===== src/rtl/nvrb_pkg.sv =====
package nvrb_pkg;
    localparam int BA_W   = 3;
    localparam int HI_W   = 13;
    localparam int LO_W   = 15;
    localparam int LO_LSB = 5;
    localparam int ADDR_W = LO_LSB + LO_W + HI_W;
    localparam int COL_W  = 12;

    typedef logic [ADDR_W-1:0] addr_t;

    // registered response of the block
    typedef struct packed {
        logic            fetch_vld;
        logic [BA_W-1:0] fetch_bank;
        addr_t           fetch_addr;
        logic            rd_vld;
        addr_t           rd_addr;
        logic            err_wr;
        logic            err_ref;
        logic            err_unl;
    } resp_t;

    // one buffer slot
    typedef struct packed {
        logic  loaded;
        addr_t row;
    } slot_t;
endpackage


===== src/rtl/nvrb_bank_sel.sv =====
module nvrb_bank_sel
    import nvrb_pkg::*;
#(
    parameter int NUM_BUFS = 8,
    parameter int IDX_W    = 3
) (
    input  logic [BA_W-1:0]  bank,
    output logic [IDX_W-1:0] idx
);
    assign idx = bank[IDX_W-1:0];

    generate
        if (IDX_W < BA_W) begin : g_drop
            // upper bank bits do not select anything with fewer buffers
            logic unused_bank_hi;
            assign unused_bank_hi = ^bank[BA_W-1:IDX_W];
        end
    endgenerate
endmodule


===== src/rtl/nvrb_hi_store.sv =====
module nvrb_hi_store
    import nvrb_pkg::*;
#(
    parameter int NUM_BUFS = 8,
    parameter int IDX_W    = 3
) (
    input  logic             clk,
    input  logic             rst_n,
    input  logic             cap_en,
    input  logic [IDX_W-1:0] cap_idx,
    input  logic [HI_W-1:0]  cap_hi,
    input  logic [IDX_W-1:0] look_idx,
    output logic [HI_W-1:0]  look_hi
);
    logic [HI_W-1:0] hi_all [NUM_BUFS];

    generate
        for (genvar g = 0; g < NUM_BUFS; g++) begin : g_slot
            logic [HI_W-1:0] hi_d, hi_q;

            always_comb begin
                hi_d = hi_q;
                if (cap_en && (cap_idx == IDX_W'(g))) begin
                    hi_d = cap_hi;
                end
            end

            always_ff @(posedge clk) begin
                if (!rst_n) hi_q <= '0;
                else        hi_q <= hi_d;
            end

            assign hi_all[g] = hi_q;
        end
    endgenerate

    assign look_hi = hi_all[look_idx];
endmodule


===== src/rtl/nvrb_row_store.sv =====
module nvrb_row_store
    import nvrb_pkg::*;
#(
    parameter int NUM_BUFS = 8,
    parameter int IDX_W    = 3
) (
    input  logic             clk,
    input  logic             rst_n,
    input  logic             ld_en,
    input  logic [IDX_W-1:0] ld_idx,
    input  addr_t            ld_row,
    input  logic [IDX_W-1:0] rd_idx,
    output logic             rd_loaded,
    output addr_t            rd_row
);
    slot_t slot_all [NUM_BUFS];

    generate
        for (genvar g = 0; g < NUM_BUFS; g++) begin : g_slot
            slot_t slot_d, slot_q;

            always_comb begin
                slot_d = slot_q;
                if (ld_en && (ld_idx == IDX_W'(g))) begin
                    slot_d.loaded = 1'b1;
                    slot_d.row    = ld_row;
                end
            end

            always_ff @(posedge clk) begin
                if (!rst_n) slot_q <= '0;
                else        slot_q <= slot_d;
            end

            assign slot_all[g] = slot_q;
        end
    endgenerate

    assign rd_loaded = slot_all[rd_idx].loaded;
    assign rd_row    = slot_all[rd_idx].row;
endmodule


===== src/rtl/nvrb_rd_resolve.sv =====
module nvrb_rd_resolve
    import nvrb_pkg::*;
#(
    parameter int ROW_BYTES = 512
) (
    input  addr_t              row,
    input  logic [COL_W-1:1]   col,
    output addr_t              byte_addr
);
    localparam addr_t OFS_MASK = addr_t'(ROW_BYTES - 1);

    addr_t col_full;

    always_comb begin
        col_full  = addr_t'({col, 1'b0});
        byte_addr = (row & ~OFS_MASK) | (col_full & OFS_MASK);
    end
endmodule


===== src/rtl/nvrb_rowbuf_asm.sv =====
module nvrb_rowbuf_asm
    import nvrb_pkg::*;
#(
    parameter int NUM_BUFS  = 8,
    parameter int ROW_BYTES = 512
) (
    input  logic              clk,
    input  logic              rst_n,
    input  logic              pre_vld,
    input  logic [2:0]        pre_bank,
    input  logic [12:0]       pre_hi,
    input  logic              act_vld,
    input  logic [2:0]        act_bank,
    input  logic [14:0]       act_lo,
    input  logic              rd_vld,
    input  logic [2:0]        rd_bank,
    input  logic [10:0]       rd_col,
    input  logic              wr_vld,
    input  logic              ref_vld,
    output logic              fetch_vld,
    output logic [2:0]        fetch_bank,
    output logic [32:0]       fetch_addr,
    output logic              rd_out_vld,
    output logic [32:0]       rd_byte_addr,
    output logic              err_write,
    output logic              err_refresh,
    output logic              err_unloaded
);
    localparam int    IDX_W    = (NUM_BUFS > 1) ? $clog2(NUM_BUFS) : 1;
    localparam addr_t OFS_MASK = addr_t'(ROW_BYTES - 1);

    logic [IDX_W-1:0] pre_idx, act_idx, rd_idx;
    logic [HI_W-1:0]  act_hi;
    addr_t            act_row;
    logic             slot_loaded;
    addr_t            slot_row;
    addr_t            rd_resolved;
    resp_t            resp_d, resp_q;

    nvrb_bank_sel #(.NUM_BUFS(NUM_BUFS), .IDX_W(IDX_W)) u_sel_pre (
        .bank (pre_bank),
        .idx  (pre_idx)
    );
    nvrb_bank_sel #(.NUM_BUFS(NUM_BUFS), .IDX_W(IDX_W)) u_sel_act (
        .bank (act_bank),
        .idx  (act_idx)
    );
    nvrb_bank_sel #(.NUM_BUFS(NUM_BUFS), .IDX_W(IDX_W)) u_sel_rd (
        .bank (rd_bank),
        .idx  (rd_idx)
    );

    nvrb_hi_store #(.NUM_BUFS(NUM_BUFS), .IDX_W(IDX_W)) u_hi (
        .clk      (clk),
        .rst_n    (rst_n),
        .cap_en   (pre_vld),
        .cap_idx  (pre_idx),
        .cap_hi   (pre_hi),
        .look_idx (act_idx),
        .look_hi  (act_hi)
    );

    // full row address, low bits inside one row forced to zero
    assign act_row = {act_hi, act_lo, {LO_LSB{1'b0}}} & ~OFS_MASK;

    nvrb_row_store #(.NUM_BUFS(NUM_BUFS), .IDX_W(IDX_W)) u_rows (
        .clk       (clk),
        .rst_n     (rst_n),
        .ld_en     (act_vld),
        .ld_idx    (act_idx),
        .ld_row    (act_row),
        .rd_idx    (rd_idx),
        .rd_loaded (slot_loaded),
        .rd_row    (slot_row)
    );

    nvrb_rd_resolve #(.ROW_BYTES(ROW_BYTES)) u_res (
        .row       (slot_row),
        .col       (rd_col),
        .byte_addr (rd_resolved)
    );

    always_comb begin
        resp_d            = '0;
        resp_d.fetch_vld  = act_vld;
        resp_d.fetch_bank = act_vld ? BA_W'(act_idx) : '0;
        resp_d.fetch_addr = act_vld ? act_row : '0;
        resp_d.rd_vld     = rd_vld && slot_loaded;
        resp_d.rd_addr    = (rd_vld && slot_loaded) ? rd_resolved : '0;
        resp_d.err_unl    = rd_vld && !slot_loaded;
        resp_d.err_wr     = wr_vld;
        resp_d.err_ref    = ref_vld;
    end

    always_ff @(posedge clk) begin
        if (!rst_n) resp_q <= '0;
        else        resp_q <= resp_d;
    end

    assign fetch_vld    = resp_q.fetch_vld;
    assign fetch_bank   = resp_q.fetch_bank;
    assign fetch_addr   = resp_q.fetch_addr;
    assign rd_out_vld   = resp_q.rd_vld;
    assign rd_byte_addr = resp_q.rd_addr;
    assign err_write    = resp_q.err_wr;
    assign err_refresh  = resp_q.err_ref;
    assign err_unloaded = resp_q.err_unl;
endmodule


===== config.mk =====
export PLATFORM = sky130hd
export DESIGN_NAME = nvrb_rowbuf_asm
export DESIGN_NICKNAME = d
export VERILOG_FILES = /design/src/rtl/nvrb_pkg.sv /design/src/rtl/nvrb_bank_sel.sv /design/src/rtl/nvrb_hi_store.sv /design/src/rtl/nvrb_row_store.sv /design/src/rtl/nvrb_rd_resolve.sv /design/src/rtl/nvrb_rowbuf_asm.sv
export SDC_FILE = /design/constraint.sdc
export NUM_CORES = 1
export LEC_CHECK = 0
export CORE_MARGIN = 1.5
export CORE_UTILIZATION = 50
export DETAILED_ROUTE_END_ITERATION = 12
export DONT_BUFFER_PORTS = 1
export GPL_TIMING_DRIVEN = 0
export PLACE_DENSITY = 0.65
export SYNTH_ARGS = -nofsm -noshare
export SYNTH_HDL_FRONTEND = slang
export SYNTH_SLANG_ARGS = --single-unit

===== constraint.sdc =====
create_clock -name clk -period 1.6 [get_ports clk]
set_clock_uncertainty 0.05 [all_clocks]
set_input_delay 0.32 -clock clk [delete_from_list [all_inputs] [get_ports clk]]
set_output_delay 0.32 -clock clk [all_outputs]
set_load 0.02 [all_outputs]

==> results.yml, run 1 <==
run_status:
  status: "finished, violations left"
  failed_checks: "negative setup slack"
finish:
  nets: 1802
  diodes: 0
  drive_gt1_share_pct: 14.0
  mostFrequentLayoutCells: "584 x nand2_1, 368 x dfxtp_1, 223 x a21boi_1, 63 x clkbuf_1, 63 x mux4_2"
  layout_commonest_cell: "nand2_1"
  areaGrowthSynthToFinish_pct: 12.8
worst_hold_path:
  whs_path_depth: 3
  min_path_type: "input pin to flop"
  hp-start: "pre_hi[12]"
  hold_end: "u_hi.g_slot[6].hi_q[12]"
sta:
  holdWs_ps: 75.7
  fin_crit_sh_pct: 100
  slew_headroom_pct: 36.0
  slew_violations: 0
  worst_pin_slew_ps: 959
  timing.final.ws_setup_ps: -6.81
  max_freq_mhz: 622
  hold_violations: 0
  finalSetupTns_ps: -6.81
  setup_viol: 1
  rsz0062_at_grt: "false"
  fin_crit_ps: 1610
clock_tree:
  post_cts.repair.setup_buffers: 0
  cts_tree: "done"
  clock-sinks: 368
  clk_pin_slew_worst_paths_ps: 60
  cts_buffers: 41
  clock_path_buffers: 3
  cts.htree.levels: 2
  root_buffer: "clkbuf_16"
  clkLatencyLatePin_ps: 540
routing:
  vias_per_cell: 5.58
  antenna_left: 0
  drc_errors: 0
  wl_per_cell_um: 21.2
  routed_wl_um: 45900
  vias: 12100
  drtPass1Iterations: 5
  drt_iter0_drc: 1014
power:
  total_leakage_power_nw: 6.53
  peakVddDrop_mv: 0.849
  intPower_mw: 15.3
  p_sw_share_pct: 23.9
  switching_power_mw: 4.80
  clkPwrFrac_pct: 45.7
  combPwrFrac_pct: 7.2
  pwr-share-seq_pct: 47.1
  p_per_area_nw_per_um2: 1150
grt:
  grtUsageTotal_pct: 28.2
  antenna_found_initial: 0
  grt_max_degree: 14
  grt_remaining_overflow: 0
  grt_pass1_wl_um: 70400
  grt_pass1_vias: 11800
logic_synthesis:
  ys.flop_type: "dfxtp_1"
  synth_warnings: 0
  syn_area_per_cell_um2: 9.24
  ys_seq_area_share_pct: 47.3
  ys_types: 50
  synth_area_um2: 15600
  ys_ff_latch: 368
  postSynth.asyncResetShare_pct: 0
  synthCells: 1684
  synth_edf_count: 0
flow_run:
  cap_violations: 0
placement:
  gp_congestion: 0.916
  port_buffers: 0
  hpwl_um: 32200
floorplan:
  die_w_um: 179
  core-area_um2: 30600
  dieArea_um2: 32200
  start_util_pct: 50.9
  die_h_um: 179
  io_pins: 129
  std_cell_rows: 64
critical_path:
  reg2reg_slack_ps: -7
  cp-startpoint: "u_hi.g_slot[5].hi_q[3]"
  r2r-end: "fetch_addr[23]"
  crit_path_start_kind: "flop"
  worst-r2r-cell-count: 4
  cp.required_ps: 1940
  arrival_ps: 1940
  cp-end-kind: "flop"
  path_class: "flop to flop"
  reg2reg_from: "u_hi.g_slot[5].hi_q[3]"
  worstPathMaxFanout: 4
critical path: stages (launching register included):
cell	delay [ps]
dfxtp_1	330
mux2i_1	80
a2bb2oi_2	420
o22ai_1	190
nor3b_1	390
per-stage QoR:
step                      cells  util [%]  total power, mW  setup slack, ps  area (um2)
after floorplan            1693         -             10.6             54.0       15600
after global placement     2089      52.6             11.1             -457       16100
after global routing       2170      57.4             20.7             10.0       17600
final                      2170      57.4             20.1            -6.81       17600
after detailed placement   2089      52.6             11.1             -459       16100
after CTS                  2170      57.3             20.2             44.2       17500
cell families after synthesis:
logic type / count (synthesis) / synth area share [%]
AND/OR/NAND/NOR: 711 / 18.8
flip-flops: 368 / 47.3
AO/OA/AOI/OAI: 328 / 16.2
buffers and inverters: 165 / 5.38
multiplexers: 111 / 12.2
other: 1 / 0.0241
power by group through the flow:
stage / combinational (mW) / clock (mW) / sequential, mW
global route: 1.55 / 9.67 / 9.49
floorplan: 0.987 / 0 / 9.65
global placement: 1.40 / 0 / 9.67
detailed placement: 1.42 / 0 / 9.67
finish: 1.46 / 9.19 / 9.48
CTS: 1.44 / 9.30 / 9.47
final cells by class:
cell class | instances | area, um2
fillers | 2779 | 13000
repair buffers | 11 | 110
flip-flops and latches | 368 | 7370
well taps | 396 | 495
clock buffers | 62 | 1270
clock inverters | 8 | 47.5
plain buffers | 153 | 792
multi-input cells | 1160 | 7430
inverters | 12 | 45.0
cell usage after synthesis (all sizes together) (2+ instances only):
master / instances / area share [%]
and3: 12 / 0.48
nand2b: 14 / 0.56
nor2: 59 / 1.7
a21oi: 8 / 0.26
buf: 94 / 3.6
nor2b: 10 / 0.43
o21ai: 2 / 0.064
mux2i: 47 / 3.0
nand3: 10 / 0.39
clkbuf: 59 / 1.4
and2: 2 / 0.080
nor3: 5 / 0.37
nand2: 587 / 14
mux4: 63 / 9.1
nor3b: 6 / 0.29
nand4: 2 / 0.080
a31oi: 3 / 0.12
inv: 12 / 0.29
nand3b: 2 / 0.096
o22ai: 4 / 0.16
o211ai: 3 / 0.14
o21a: 8 / 0.39
dfxtp: 368 / 47
a21boi: 270 / 13
o211a: 20 / 1.3
a2bb2oi: 6 / 0.46
repair_timing:
| item | 4_1_cts | 5_1_grt |
|---|---|---|
| resized for setup | 2 | 4 |
| pin swaps | 0 | 0 |
| hold buffers | 11 | 0 |
| hold endpoints to repair | 11 | 0 |
| setup endpoints to repair | 2 | 4 |
worst max-delay path by stage:
stage | to | slack [ps] | depth (start not counted)
3_5_place_dp | rd_byte_addr[31] | -460 | 6
2_1_floorplan | rd_byte_addr[27] | 50 | 5
4_1_cts | fetch_addr[23] | 40 | 4
3_3_place_gp | rd_byte_addr[31] | -460 | 6
5_1_grt | rd_byte_addr[27] | 10 | 6
6_report | fetch_addr[23] | -7 | 4
routing by layer:
metal | track usage, % | vias to the layer above | part of all wire, %
met1 | 36.2 | 5869 | 41
met2 | 47.3 | 399 | 48
li1 | - | 5734 | -
met5 | 0 | - | 0
met4 | 12.8 | 0 | 4.7
met3 | 4.09 | 108 | 5.9
sequential cells by signal (all words and copies together), names as in the netlist:
signal                flops
rd_byte_addr             32
err_write                 1
err_refresh               1
fetch_vld                 1
fetch_addr               24
rd_out_vld                1
err_unloaded              1
u_hi.g_slot.hi_q        104
u_rows.g_slot.slot_q    200
fetch_bank                3
Power figures use the tool's default switching activity.
==> inputs of run 2 (changes only) <==
- PLACE_DENSITY: 0.65 -> 0.62
- clock period: 1.6 -> 1.85 ns (I/O delays scaled with it)
==> results.yml, run 2 (synthesized netlist as in run 1, its figures left out) <==
run_status:
  status: "complete, no violations"
finish:
  drive_gt1_share_pct: 13.9
  instances_no_fill: 2174
  largest_reg_flops: 200
  layout_commonest_cell: "nand2_1"
  areaGrowthSynthToFinish_pct: 12.9
  design_area_um2: 17600
  final_core_util_pct: 57.4
  diodes: 0
  nets: 1801
  largest_register: "u_rows.g_slot.slot_q"
  mostFrequentLayoutCells: "584 x nand2_1, 368 x dfxtp_1, 223 x a21boi_1, 64 x clkbuf_1, 63 x mux4_2"
critical_path:
  crit_family: "compound AO/OA/AOI/OAI gates"
  timing.critical_path.buf_inv: 0
  path_class: "flop to flop"
  arrival_ps: 2020
  crit_path_cell_trace: "mux2i_1 -> a2bb2oi_1 -> o22ai_1 -> nor3b_1"
  reg2reg_from: "u_hi.g_slot[2].hi_q[3]"
  cp.required_ps: 2200
  crit_path_start_kind: "flop"
  worstPathMaxFanout: 4
  worst_path_max_delay_cell: "a2bb2oi_1"
  cp-startpoint: "u_hi.g_slot[2].hi_q[3]"
  crit_path_max_incr_delay_ps: 510
  cp-end-kind: "flop"
sta:
  fin_crit_sh_pct: 90.0
  fin_crit_ps: 1660
  hold_violations: 0
  setup_viol: 0
  slew_headroom_pct: 38.6
  worst_pin_slew_ps: 922
  max_freq_mhz: 601
  holdWs_ps: 111
  slew_violations: 0
  rsz0062_at_grt: "false"
grt:
  grt_max_degree: 15
  grtUsageTotal_pct: 28.6
  antenna_found_initial: 0
  grt_pass1_vias: 11900
  grt_pass1_wl_um: 71100
  grt_remaining_overflow: 0
routing:
  drt_iter0_drc: 865
  vias: 12200
  routed_wl_um: 46300
  wl_per_cell_um: 21.3
  drtPass1Iterations: 5
  drc_errors: 0
  antenna_left: 0
  vias_per_cell: 5.59
clock_tree:
  post_cts.repair.setup_buffers: 0
  post_cts_resized: 0
  clk_pin_slew_worst_paths_ps: 70
  cts_hold_buf: 11
  root_buffer: "clkbuf_16"
  cts_buffers: 40
  cts_tree: "done"
  clkLatencyLatePin_ps: 540
  clock_path_buffers: 3
  clock-sinks: 368
  cts.htree.levels: 2
power:
  total_leakage_power_nw: 6.54
  p_per_area_nw_per_um2: 1010
  peakVddDrop_mv: 0.825
floorplan:
  io_pins: 129
  dieArea_um2: 32200
  die_h_um: 179
  start_util_pct: 50.9
  die_w_um: 179
  core-area_um2: 30600
  std_cell_rows: 64
worst_hold_path:
  min_path_type: "input pin to flop"
  hp-start: "pre_hi[12]"
placement:
  gp_congestion: 0.884
  port_buffers: 0
  dp_cells: 2089
  place_area_um2: 16100
  hpwl_um: 32600
flow_run:
  cap_violations: 0
[run 2: changes by cell type in the layout (fill, tap and decap cells not counted), sizes merged]
cell | previous run | this run
bufinv | 0 | 3
inv | 13 | 14
clkinvlp | 0 | 1
clkbuf | 121 | 120
[run 2: area by class of cell]
cell class                      count  area, um2
Multi-Input combinational cell   1160       7390
Tap cell                          396        495
Inverter                           12       45.0
Buffer                            153        792
Sequential cell                   368       7370
Fill cell                        2803      13000
Clock inverter                     13        150
Clock buffer                       61       1220
Timing Repair Buffer               11        110
[run 2: where the power goes]
part	internal [mW]	switching (mW)	total (mW)
sequential	8.08	0.115	8.19
combinational	0.457	0.797	1.25
clock	4.98	3.28	8.26
total	13.5	4.19	17.7
[run 2: worst paths after layout]
path | end | slack, ps | cells past startpoint
hold / removal | u_hi.g_slot[0].hi_q[12] | 110 | 3
setup / recovery | fetch_addr[23] | 190 | 4
hold reg to reg | u_rows.g_slot[7].slot_q[21] | 400 | 2
setup reg to reg | fetch_addr[23] | 190 | 4
[run 2: tightest hold or removal path: cells and delay by family]
family	cells	cell delay, ps
buf+inv	1	150
compound gates	1	70
simple gates	1	70
[run 2: layer usage]
metal  up-vias  track usage (%)  share of wire [%]
li1       5729                -                  -
met5         -                0                  0
met4         0             10.8                3.7
met3        93             3.81                5.6
met2       390             49.2                 48
met1      5940             36.7                 42
[run 2: per-stage QoR]
stage	TNS (ps)	setup slack, ps	power [mW]
3_5_place_dp	-18490	-257	9.60
4_1_cts	0	263	17.8
6_report	0	186	17.7
2_1_floorplan	0	254	9.20
3_3_place_gp	-14760	-262	9.58
5_1_grt	0	176	18.2
